[config.mk]
export PLATFORM = sky130hd
export DESIGN_NAME = regwin_burst_writer
export DESIGN_NICKNAME = d
export VERILOG_FILES = /design/src/rtl/regwin_pkg.sv /design/src/rtl/regwin_param_check.sv /design/src/rtl/regwin_merge.sv /design/src/rtl/regwin_seq.sv /design/src/rtl/regwin_burst_writer.sv
export SDC_FILE = /design/constraint.sdc
export NUM_CORES = 1
export LEC_CHECK = 0
export BUFFER_PORTS_ARGS = -buffer_cell sky130_fd_sc_hd__buf_2
export CORE_ASPECT_RATIO = 0.5
export CORE_MARGIN = 8
export CORE_UTILIZATION = 24
export CTS_BUF_LIST = sky130_fd_sc_hd__clkbuf_2
export CTS_CLUSTER_DIAMETER = 40
export DETAILED_ROUTE_END_ITERATION = 16
export PLACE_DENSITY_LB_ADDON = 0.1
export SYNTH_ARGS = -nofsm -noshare
export SYNTH_HDL_FRONTEND = slang
export SYNTH_SLANG_ARGS = --single-unit
[constraint.sdc]
create_clock -name clk -period 2.9 [get_ports clk]
set_clock_uncertainty 0.15 [all_clocks]
set_input_delay 0.435 -clock clk [delete_from_list [all_inputs] [get_ports clk]]
set_output_delay 0.435 -clock clk [all_outputs]
set_load 0.1 [all_outputs]
[src/rtl/regwin_pkg.sv]
package regwin_pkg;
  typedef enum logic [1:0] {
    ST_OK    = 2'd0,
    ST_ALIGN = 2'd1,
    ST_LEN   = 2'd2,
    ST_RANGE = 2'd3
  } rw_status_e;

  typedef enum logic [1:0] {
    S_IDLE,
    S_PLAIN,
    S_MREAD,
    S_MWRITE
  } rw_state_e;
endpackage

[src/rtl/regwin_param_check.sv]
module regwin_param_check
  import regwin_pkg::*;
#(
  parameter int ADDR_W       = 32,
  parameter int LEN_W        = 32,
  parameter int MAX_LEN      = 128,
  parameter int OFFSET_LIMIT = 32'h0042_0000
) (
  input  logic [ADDR_W-1:0] offset,
  input  logic [LEN_W-1:0]  len,
  input  logic              masked,
  input  logic [1:0]        data_lsb,
  input  logic [1:0]        mask_lsb,
  output rw_status_e        chk,
  output logic              zero_len
);
  logic misaligned, too_long, out_range;

  always_comb begin
    misaligned = (|offset[1:0]) || (|len[1:0]) || (|data_lsb) || (masked && (|mask_lsb));
    too_long   = len > LEN_W'(MAX_LEN);
    out_range  = offset >= ADDR_W'(OFFSET_LIMIT);
    zero_len   = (len == '0);
    // priority alignment > length > range
    if (misaligned)     chk = ST_ALIGN;
    else if (too_long)  chk = ST_LEN;
    else if (out_range) chk = ST_RANGE;
    else                chk = ST_OK;
  end
endmodule

[src/rtl/regwin_merge.sv]
module regwin_merge #(
  parameter int DATA_W = 32
) (
  input  logic [DATA_W-1:0] cur,
  input  logic [DATA_W-1:0] data,
  input  logic [DATA_W-1:0] mask,
  output logic [DATA_W-1:0] merged
);
  localparam int LANES = DATA_W / 8;

  for (genvar b = 0; b < LANES; b++) begin : g_lane
    assign merged[b*8 +: 8] = (cur[b*8 +: 8] & ~mask[b*8 +: 8]) | (data[b*8 +: 8] & mask[b*8 +: 8]);
  end
endmodule

[src/rtl/regwin_seq.sv]
module regwin_seq
  import regwin_pkg::*;
#(
  parameter int              ADDR_W = 32,
  parameter int              DATA_W = 32,
  parameter int              CNT_W  = 6,
  parameter logic [ADDR_W-1:0] BASE = 32'h1EB0_0000
) (
  input  logic              clk,
  input  logic              rst_n,
  input  logic              start,
  input  logic [ADDR_W-1:0] offset,
  input  logic [CNT_W-1:0]  words,
  input  logic              masked,
  input  rw_status_e        chk,
  input  logic              zero_len,
  output logic              busy,
  input  logic              d_valid,
  output logic              d_ready,
  input  logic [DATA_W-1:0] d_data,
  input  logic              m_valid,
  output logic              m_ready,
  input  logic [DATA_W-1:0] m_data,
  output logic              bus_rd,
  output logic              bus_wr,
  output logic [ADDR_W-1:0] bus_addr,
  output logic [DATA_W-1:0] bus_wdata,
  input  logic [DATA_W-1:0] merged,
  output logic [DATA_W-1:0] data_q,
  output logic [DATA_W-1:0] mask_q,
  output logic              done,
  output rw_status_e        status
);
  rw_state_e         state_q;
  logic [ADDR_W-1:0] addr_q;
  logic [CNT_W-1:0]  cnt_q;
  logic              pair_ok, step, last;

  assign pair_ok   = (state_q == S_MREAD) && d_valid && m_valid;
  assign d_ready   = (state_q == S_PLAIN) || pair_ok;
  assign m_ready   = pair_ok;
  assign bus_rd    = pair_ok;
  assign bus_wr    = ((state_q == S_PLAIN) && d_valid) || (state_q == S_MWRITE);
  assign bus_addr  = addr_q;
  assign bus_wdata = (state_q == S_MWRITE) ? merged : d_data;
  assign busy      = (state_q != S_IDLE);
  assign step      = bus_wr;
  assign last      = (cnt_q == CNT_W'(1));

  always_ff @(posedge clk) begin
    if (!rst_n) begin
      state_q <= S_IDLE;
      addr_q  <= '0;
      cnt_q   <= '0;
      data_q  <= '0;
      mask_q  <= '0;
      done    <= 1'b0;
      status  <= ST_OK;
    end else begin
      done <= 1'b0;
      case (state_q)
        S_IDLE: if (start) begin
          if (chk != ST_OK) begin
            done   <= 1'b1;
            status <= chk;
          end else if (zero_len) begin
            done   <= 1'b1;
            status <= ST_OK;
          end else begin
            addr_q  <= BASE + offset;
            cnt_q   <= words;
            state_q <= masked ? S_MREAD : S_PLAIN;
          end
        end
        S_MREAD: if (pair_ok) begin
          data_q  <= d_data;
          mask_q  <= m_data;
          state_q <= S_MWRITE;
        end
        default: ;
      endcase
      if (step) begin
        addr_q <= addr_q + ADDR_W'(4);
        cnt_q  <= cnt_q - CNT_W'(1);
        if (last) begin
          done    <= 1'b1;
          status  <= ST_OK;
          state_q <= S_IDLE;
        end else if (state_q == S_MWRITE) begin
          state_q <= S_MREAD;
        end
      end
    end
  end

  a_r12_no_rd_wr_overlap: assert property (@(posedge clk) disable iff (!rst_n)
    !(bus_rd && bus_wr));

  a_r7_read_then_write: assert property (@(posedge clk) disable iff (!rst_n)
    bus_rd |=> (bus_wr && bus_addr == $past(bus_addr)));

  a_r5_addr_step: assert property (@(posedge clk) disable iff (!rst_n)
    bus_wr |=> (!bus_wr || bus_addr == $past(bus_addr) + ADDR_W'(4)));

  a_r5_count_live: assert property (@(posedge clk) disable iff (!rst_n)
    busy |-> (cnt_q != '0));

  a_r1_error_quiet: assert property (@(posedge clk) disable iff (!rst_n)
    (done && status != ST_OK) |-> $past(!bus_rd && !bus_wr));

  a_r10_done_idle: assert property (@(posedge clk) disable iff (!rst_n)
    done |-> !busy);
endmodule

[src/rtl/regwin_burst_writer.sv]
module regwin_burst_writer
  import regwin_pkg::*;
#(
  parameter int              ADDR_W       = 32,
  parameter int              DATA_W       = 32,
  parameter int              LEN_W        = 32,
  parameter int              MAX_LEN      = 128,
  parameter int              OFFSET_LIMIT = 32'h0042_0000,
  parameter logic [ADDR_W-1:0] BASE       = 32'h1EB0_0000
) (
  input  logic              clk,
  input  logic              rst_n,
  input  logic              start,
  input  logic [ADDR_W-1:0] win_offset,
  input  logic [LEN_W-1:0]  byte_len,
  input  logic              use_mask,
  input  logic [1:0]        data_addr_lsb,
  input  logic [1:0]        mask_addr_lsb,
  output logic              busy,
  input  logic              dat_valid,
  output logic              dat_ready,
  input  logic [DATA_W-1:0] dat_word,
  input  logic              msk_valid,
  output logic              msk_ready,
  input  logic [DATA_W-1:0] msk_word,
  output logic              reg_rd,
  output logic              reg_wr,
  output logic [ADDR_W-1:0] reg_addr,
  output logic [DATA_W-1:0] reg_wdata,
  input  logic [DATA_W-1:0] reg_rdata,
  output logic              done,
  output logic [1:0]        status
);
  localparam int MAX_WORDS = MAX_LEN / 4;
  localparam int CNT_W     = $clog2(MAX_WORDS + 1);

  rw_status_e        chk, st;
  logic              zero_len;
  logic [CNT_W-1:0]  words;
  logic [DATA_W-1:0] merged, data_q, mask_q;

  assign words  = byte_len[CNT_W+1:2];
  assign status = st;

  regwin_param_check #(
    .ADDR_W(ADDR_W), .LEN_W(LEN_W), .MAX_LEN(MAX_LEN), .OFFSET_LIMIT(OFFSET_LIMIT)
  ) u_check (
    .offset(win_offset), .len(byte_len), .masked(use_mask),
    .data_lsb(data_addr_lsb), .mask_lsb(mask_addr_lsb),
    .chk(chk), .zero_len(zero_len)
  );

  regwin_merge #(.DATA_W(DATA_W)) u_merge (
    .cur(reg_rdata), .data(data_q), .mask(mask_q), .merged(merged)
  );

  regwin_seq #(
    .ADDR_W(ADDR_W), .DATA_W(DATA_W), .CNT_W(CNT_W), .BASE(BASE)
  ) u_seq (
    .clk(clk), .rst_n(rst_n), .start(start), .offset(win_offset), .words(words),
    .masked(use_mask), .chk(chk), .zero_len(zero_len), .busy(busy),
    .d_valid(dat_valid), .d_ready(dat_ready), .d_data(dat_word),
    .m_valid(msk_valid), .m_ready(msk_ready), .m_data(msk_word),
    .bus_rd(reg_rd), .bus_wr(reg_wr), .bus_addr(reg_addr), .bus_wdata(reg_wdata),
    .merged(merged), .data_q(data_q), .mask_q(mask_q), .done(done), .status(st)
  );
endmodule

==> results of run 1 <==
-- kinds of logic (layout without fill, tap and decap cells) --
| logic type | Yosys count | after routing | synth area share |
|---|---|---|---|
| flip-flops | 107 | 107 | 0.383 |
| buffers and inverters | 65 | 390 | 0.0461 |
| XOR/XNOR | 11 | 11 | 0.0172 |
| adder cells (fa/ha/maj) | 5 | 5 | 0.0112 |
| multiplexers | 34 | 34 | 0.0608 |
| AND/OR/NAND/NOR | 329 | 329 | 0.279 |
| other | 0 | 1 | 0 |
| AO/OA/AOI/OAI | 189 | 189 | 0.203 |
-- through the flow --
stage	setup WS, ns	instance area [um2]	TNS, ns	hold WS [ns]	cells
floorplan	-0.135	5710	-0.270	0.286	740
global placement	0.240	7400	0	0.293	1269
detailed placement	0.233	7400	0	0.299	1269
CTS	0.0168	8470	0	0.00689	1372
global route	0.000513	8490	0	0.0172	1373
finish	0.170	8490	0	0.0910	1373
-- synth_stat cells (3+ instances only) --
cell type  instances  share of area
and3_1            13          0.015
o21ai_0           12          0.011
or4_1              7         0.0094
inv_1             15          0.010
a311oi_1           3         0.0047
buf_2              5         0.0045
a31oi_1           11          0.012
buf_1             14         0.0094
clkbuf_1          28          0.019
and4_1             6         0.0094
a211oi_1          11          0.015
dfxtp_1          107           0.38
o21a_1             4         0.0054
or3_1              4         0.0045
nand4_1           14          0.016
nor4b_1            3         0.0047
a41oi_1            4         0.0063
mux2i_1           34          0.061
xor2_1             5         0.0078
nor2_1            44          0.030
nand3b_1           4         0.0054
xnor2_1            6         0.0094
ha_1               5          0.011
nor3_1            24          0.021
and2_1             5         0.0056
nor3b_1            3         0.0040
o31a_1             5         0.0078
nand3_1           18          0.016
a21oi_1          111          0.099
nor4_1            22          0.025
nand2_1          154           0.10
nand2b_1           3         0.0034
o211ai_1           8          0.011
o2111ai_1          3         0.0047
-- worst paths after layout --
kind	start	endpoint	slack, ns	depth (start not counted)
setup / recovery	win_offset[23]	u_seq.cnt_q[0]	0.17	9
hold / removal	win_offset[4]	u_seq.bus_addr[4]	0.09	4
setup reg to reg	register	u_seq.cnt_q[0]	0.26	7
hold reg to reg	u_seq.data_q[8]	u_seq.data_q[8]	0.32	2
-- registers in the layout, summed over array words and instances, names as in the netlist, named ones only --
name / count
u_seq.bus_addr: 32
u_seq.cnt_q: 6
u_seq.mask_q: 32
u_seq.data_q: 32
u_seq.done: 1
u_seq.state_q: 1
u_seq.status: 2
-- metal layers --
layer  vias to the layer above  routed length [um]  GRT usage  part of all wire
li1                       3301                   -          -                 -
met1                      3057               10400      0.187              0.44
met2                       132               11900      0.286              0.51
met3                        19                 846     0.0327             0.036
met4                         0                 303     0.0364             0.013
met5                         -                   0          0                 0
-- report_power, final --
part           internal [mW]  switching, mW  leakage, nW
clock                  0.196          0.535       0.0670
combinational          0.226          0.346         2.35
sequential              1.48       0.000911        0.863
-- worst max-delay path, delay by kind of cell --
kind	cells	cell delay, ns
buf+inv	4	1.45
simple gates	2	0.79
compound gates	3	0.48
-- timing repair --
| action | in CTS | in global routing |
|---|---|---|
| resized for setup | 34 | 5 |
| pin swaps | 0 | 0 |
| hold buffers | 88 | 0 |
| hold endpoints to repair | 86 | 0 |
| endpoints found under the setup margin | 32 | 30 |
-- layout make-up --
type | count | area (um2)
clock buffers | 10 | 50.0
clock inverters | 5 | 55.1
multi-input cells | 568 | 3330
inverters | 16 | 60.1
diodes | 1 | 2.50
well taps | 307 | 384
repair buffers | 359 | 2460
fillers | 2432 | 14400
flip-flops and latches | 107 | 2140
==> run summary, run 1 <==
The worst hold path belongs to the class input pin to register. Summed over all layers, the global routing overflow is 0. The clock-pin slew on the worst setup and hold paths came out at 0.31 ns. The number of library cell types mapped by synthesis is 53.

The y dimension of the die is 124 um. The total iterations of the first detailed-routing run came out at 5. The number of flops mapped to enable cells by yosys is 0. STA classifies the critical path startpoint as an input pin. The share of flip-flops with an asynchronous set or reset after synthesis came out at 0. The number of pins exceeding their max-slew limit in the final report was 0.

In the final routed layout, each cell accounts on average for 17.1 um. The tree is rooted in a clkbuf_2. The post-detailed-route via-to-cell ratio is 4.74. Among all flip-flop cells after synthesis, the most frequent one is dfxtp_1. The number of synthesized register bits is 107. The data required time at the worst endpoint came out at 3.33 ns.

The critical path is of the input pin to register type. Entering global routing, the biggest net connects 65 pins. The total CTS buffers came out at 9. The hold violation count in the final report came out at 0.

The clock period could shrink to 2.73 ns. The share of post-route cells with drive strength above 1 is 0.308. Once layout is complete, the utilization of the core stands at 0.372. The worst stage delay on the critical path is 0.58 ns. In the layout the commonest cells are buf_2 (206), nand2_1 (154), dfxtp_1 (105), dlygate4sd3_1 (88), a21oi_1 (81). The routed via count came out at 6509. After clock tree synthesis, the setup repair step added 0 buffers.

The total of buffers placed on input and output ports came out at 241. The number of antenna violations at the first check in global routing came out at 1. The initial utilization of the core area, before any placement, comes to 0.245. The H-tree generated during clock tree synthesis spans 3 levels. The cell count after synthesis came out at 740. The via count of the first global-routing pass is 6578. The global-route wire length before repair came out at 35.9 mm. TritonCTS built the clock tree. The final clock period utilization by the worst path came out at 0.941. The worst IR drop on VDD is 0.000174 V.

The slowest stage of the critical path belongs to the cell dlygate4sd3_1. The run finished with clean final reports. The post-detailed-route DRC marker count is 0.

The routed wire length is 23.4 mm. The die extent in x is 232 um. The synthesis warning total is 0. The floorplan die area is 28700 um2. Data on the critical path arrives at its endpoint at 3.16 ns. The cell that appears most often on the critical path is dlygate4sd3_1. The post-detailed-route count of antenna-violating nets came out at 0. The largest fanout on the critical path is 17. For this run, the post-layout net count is 1236. The upper clock frequency limit is 366 MHz. Summed over all cells, the static leakage comes to 3.28 nW. The number of violations reported at the end of detailed-routing iteration 0 is 394. For the pin with the worst max-slew slack, the measured transition is 0.718 ns. When the netlist entered floorplanning its net count stood at 915. The number of clock sinks is 107. Headroom to the max-slew limit came out at 0.521. The core region is 22800 um2.

The share of the Yosys chip area taken by registers is 0.383. At the end of routability-driven placement, the weighted congestion stood at 0.816. The global-route total usage across every layer is 0.156.

The placement row count came out at 39. The synthesized cell area came out at 5590 um2. The max-cap check violation count is 0.

Detailed placement finished with a half-perimeter wire length of 17.1 mm. Leaving out fill and tap cells, the most frequent cell in the layout is buf_2. Dividing total power by cell area gives a power density of 328 nW/um2. Setup repair after global routing left no endpoint under its margin. Total power for the finished layout comes to 2.78 mW. Setup violations remaining at the end of the flow were counted as 0. The deepest clock path buffer count came out at 2. In this run the count of I/O pins placed on the die edge is 242. In this run the mean area of a mapped cell was 7.56 um2. The area growth from synthesis to layout is 51.7%. The kind of capture point of the worst setup path is a register. Clock latency on the worst-skew pair, taken at its later pin, is 0.64 ns. Traced cell by cell, the critical path runs through dlygate4sd3_1, buf_2, nor4_1, o2111ai_1, or4_1, buf_4, o211ai_1, a31oi_1, dlygate4sd3_1.
Note: power is estimated with default switching activity, not from simulation.
==> inputs of run 2 (changes only) <==
==> constraint.sdc (replaced) <==
create_clock -name clk -period 3.53 [get_ports clk]
set_clock_uncertainty 0.15 [all_clocks]
set_input_delay 0.5295 -clock clk [delete_from_list [all_inputs] [get_ports clk]]
set_output_delay 0.5295 -clock clk [all_outputs]
set_load 0.1 [all_outputs]
==> run summary, run 2 (synthesized netlist as in run 1, its figures left out) <==
The flow ran to the end, and the final reports show no timing, DRC or antenna violations. The global-route wire length before repair is 35.3 mm. The worst-case hold slack is 0.103 ns. The hold path endpoint is u_seq.cnt_q[5]. The power share of the sequential group came out at 0.539. The worst pin sits at a relative slew slack of 0.521. The register-to-register setup slack is 0.97 ns.

Traced cell by cell, the critical path runs through and2_4, buf_12, nor2_1, a21oi_1, buf_2. Wires add up to 22.6 mm. The worst register-to-register path begins at u_seq.bus_addr[4]. The internal cell power came out at 1.54 mW. Setup repair after global routing left no endpoint under its margin.

The share of post-route cells with drive strength above 1 came out at 0.269. The core region is 22800 um2. The family with the most delay on the worst path is buffers and inverters. The total CTS buffers is 9.

The share of total power dissipated in combinational logic is 0.194. The final non-filler cell total is 1354. The initialized floorplan defines 39 standard-cell rows. The die is 124 um tall. The root buffer selected by CTS is clkbuf_2. Timing analysis after detailed placement gives a worst setup slack of 0.567 ns. At the pin with the least slew margin, the transition time is 0.719 ns. The most frequent standard cell in the layout excluding fill and tap cells is buf_2. The switching power summed over all nets is 0.713 mW. The detailed placer's ending HPWL came out at 16.6 mm. Dividing total power by cell area gives a power density of 279 nW/um2. Buffers placed on the I/O ports in this run total 241. The post-layout minimum cycle time came out at 3.22 ns. The total negative slack is 0 ns. Of the total power, the clock network draws 0.266.

The clock insertion delay at the later pin of the skew report is 0.66 ns. The smallest setup slack after layout is 0.315 ns. With fillers left out, the area of the finished cells amounts to 8090 um2. The post-detailed-route count of antenna-violating nets is 0. The worst stage delay on the critical path is 0.52 ns.

The path depth of the worst reg2reg path came out at 4. The worst IR drop on VDD is 0.000113 V. The post-detailed-route DRC marker count came out at 0. The upper clock frequency limit came out at 311 MHz. In this run the critical register-to-register path is captured at u_seq.bus_addr[17]. STA classifies the critical path startpoint as a register. At the end of routability-driven placement, the weighted congestion stood at 0.825. The buffer count from post-CTS setup fixing came out at 0.

The floorplan step set the die width to 232 um. The switching share of power came out at 0.316. Of all nets on the critical path, the largest fanout is 36.

The H-tree depth came out at 3. The synthesis-to-finish area growth is 44.6%. The largest net degree at the start of global routing came out at 65. In the global route stage, overall resource usage came out at 0.152. The number of cells in the design after placement came out at 1254. The routed layout has 6504 vias. The final core area utilization came out at 0.354. The leakage power came out at 3.14 nW.

The total power is 2.25 mW. The number of violations reported at the end of detailed-routing iteration 0 came out at 318. The final clock period utilization by the worst path is 0.911. The initial cell density of the core came out at 0.245.

The number of antenna violations at the first check in global routing is 1. Data arrives at the worst endpoint at 2.54 ns. At the worst endpoint, the required time is 2.85 ns.

The die covers 28700 um2. The total congestion overflow is 0. By startpoint and endpoint, the worst setup path is classified as register to primary output. In the final routed layout, each cell accounts on average for 16.7 um. For this design the top-level I/O count stands at 242. The tool flagged a number of max-cap violations equal to 0. The post-detailed-route via-to-cell ratio came out at 4.80. TritonCTS built the clock tree. The buffer and inverter count on the worst path came out at 2.

Setup violations remaining at the end of the flow were counted as 0. The via count of the first global-routing pass came to 6711. The depth of the worst hold-timing path is 3. In the layout the commonest cells are buf_2 (239), nand2_1 (154), a21oi_1 (111), dfxtp_1 (107), dlygate4sd3_1 (82). The cell area after placement came out at 7160 um2. For this design, the slowest cell found on the critical path is dfxtp_1.

The deepest clock path buffer count is 2. The clock-pin slew on the worst setup and hold paths is 0.29 ns. The post-layout net count came out at 1215.

The start point of the worst min-delay path is byte_len[7]. STA classifies the critical path endpoint as a primary output. The min-delay analysis places its worst path in the category input pin to register.

The number of pins exceeding their max-slew limit in the final report came out at 0. The hold violation count in the final report is 0. Counting every sink on the clock net gives 107. The total iterations of the first detailed-routing run came out at 5.
## run 2: worst max path at each step
| stage | from | slack [ns] | end | depth (start not counted) |
|---|---|---|---|---|
| 3_5_place_dp | win_offset[23] | 0.57 | u_seq.bus_addr[31] | 7 |
| 4_1_cts | u_seq.state_q[1] | 0.16 | reg_wdata[2] | 5 |
| 5_1_grt | u_seq.state_q[1] | 0.06 | reg_wdata[2] | 5 |
| 6_report | u_seq.state_q[1] | 0.31 | reg_wdata[2] | 5 |
| 3_3_place_gp | win_offset[23] | 0.58 | u_seq.bus_addr[29] | 7 |
| 2_1_floorplan | register | 0.24 | dat_ready | 2 |
## run 2: power by group through the flow
stage	registers, mW	clock network (mW)	logic [mW]
global placement	1.24	0	0.369
global route	1.22	0.693	0.467
CTS	1.22	0.643	0.441
detailed placement	1.24	0	0.369
floorplan	1.25	0	0.207
finish	1.22	0.601	0.438
## run 2: area by class of cell
cell class | count | area (um2)
Antenna cell | 2 | 5.00
Clock buffer | 10 | 50.0
Clock inverter | 6 | 56.3
Fill cell | 2478 | 14700
Inverter | 16 | 61.3
Multi-Input combinational cell | 568 | 3210
Sequential cell | 107 | 2140
Tap cell | 307 | 384
Timing Repair Buffer | 338 | 2180
## run 2: routing by layer
layer  vias to the layer above  GRT usage  part of all wire
li1                       3258          -                 -
met1                      3109      0.175              0.42
met2                       115      0.284              0.53
met3                        22     0.0364             0.038
met4                         0     0.0407             0.013
met5                         -          0                 0
## run 2: timing repair
action,4_1_cts,5_1_grt
endpoints found under the hold margin,81,1
gates resized for setup,1,0
hold buffers,81,1
setup endpoints to repair,1,0
## run 2: tightest hold or removal path, stage by stage
cell and delay, ns:
buf_2 0.10, nor4_1 0.05, a211oi_1 0.19
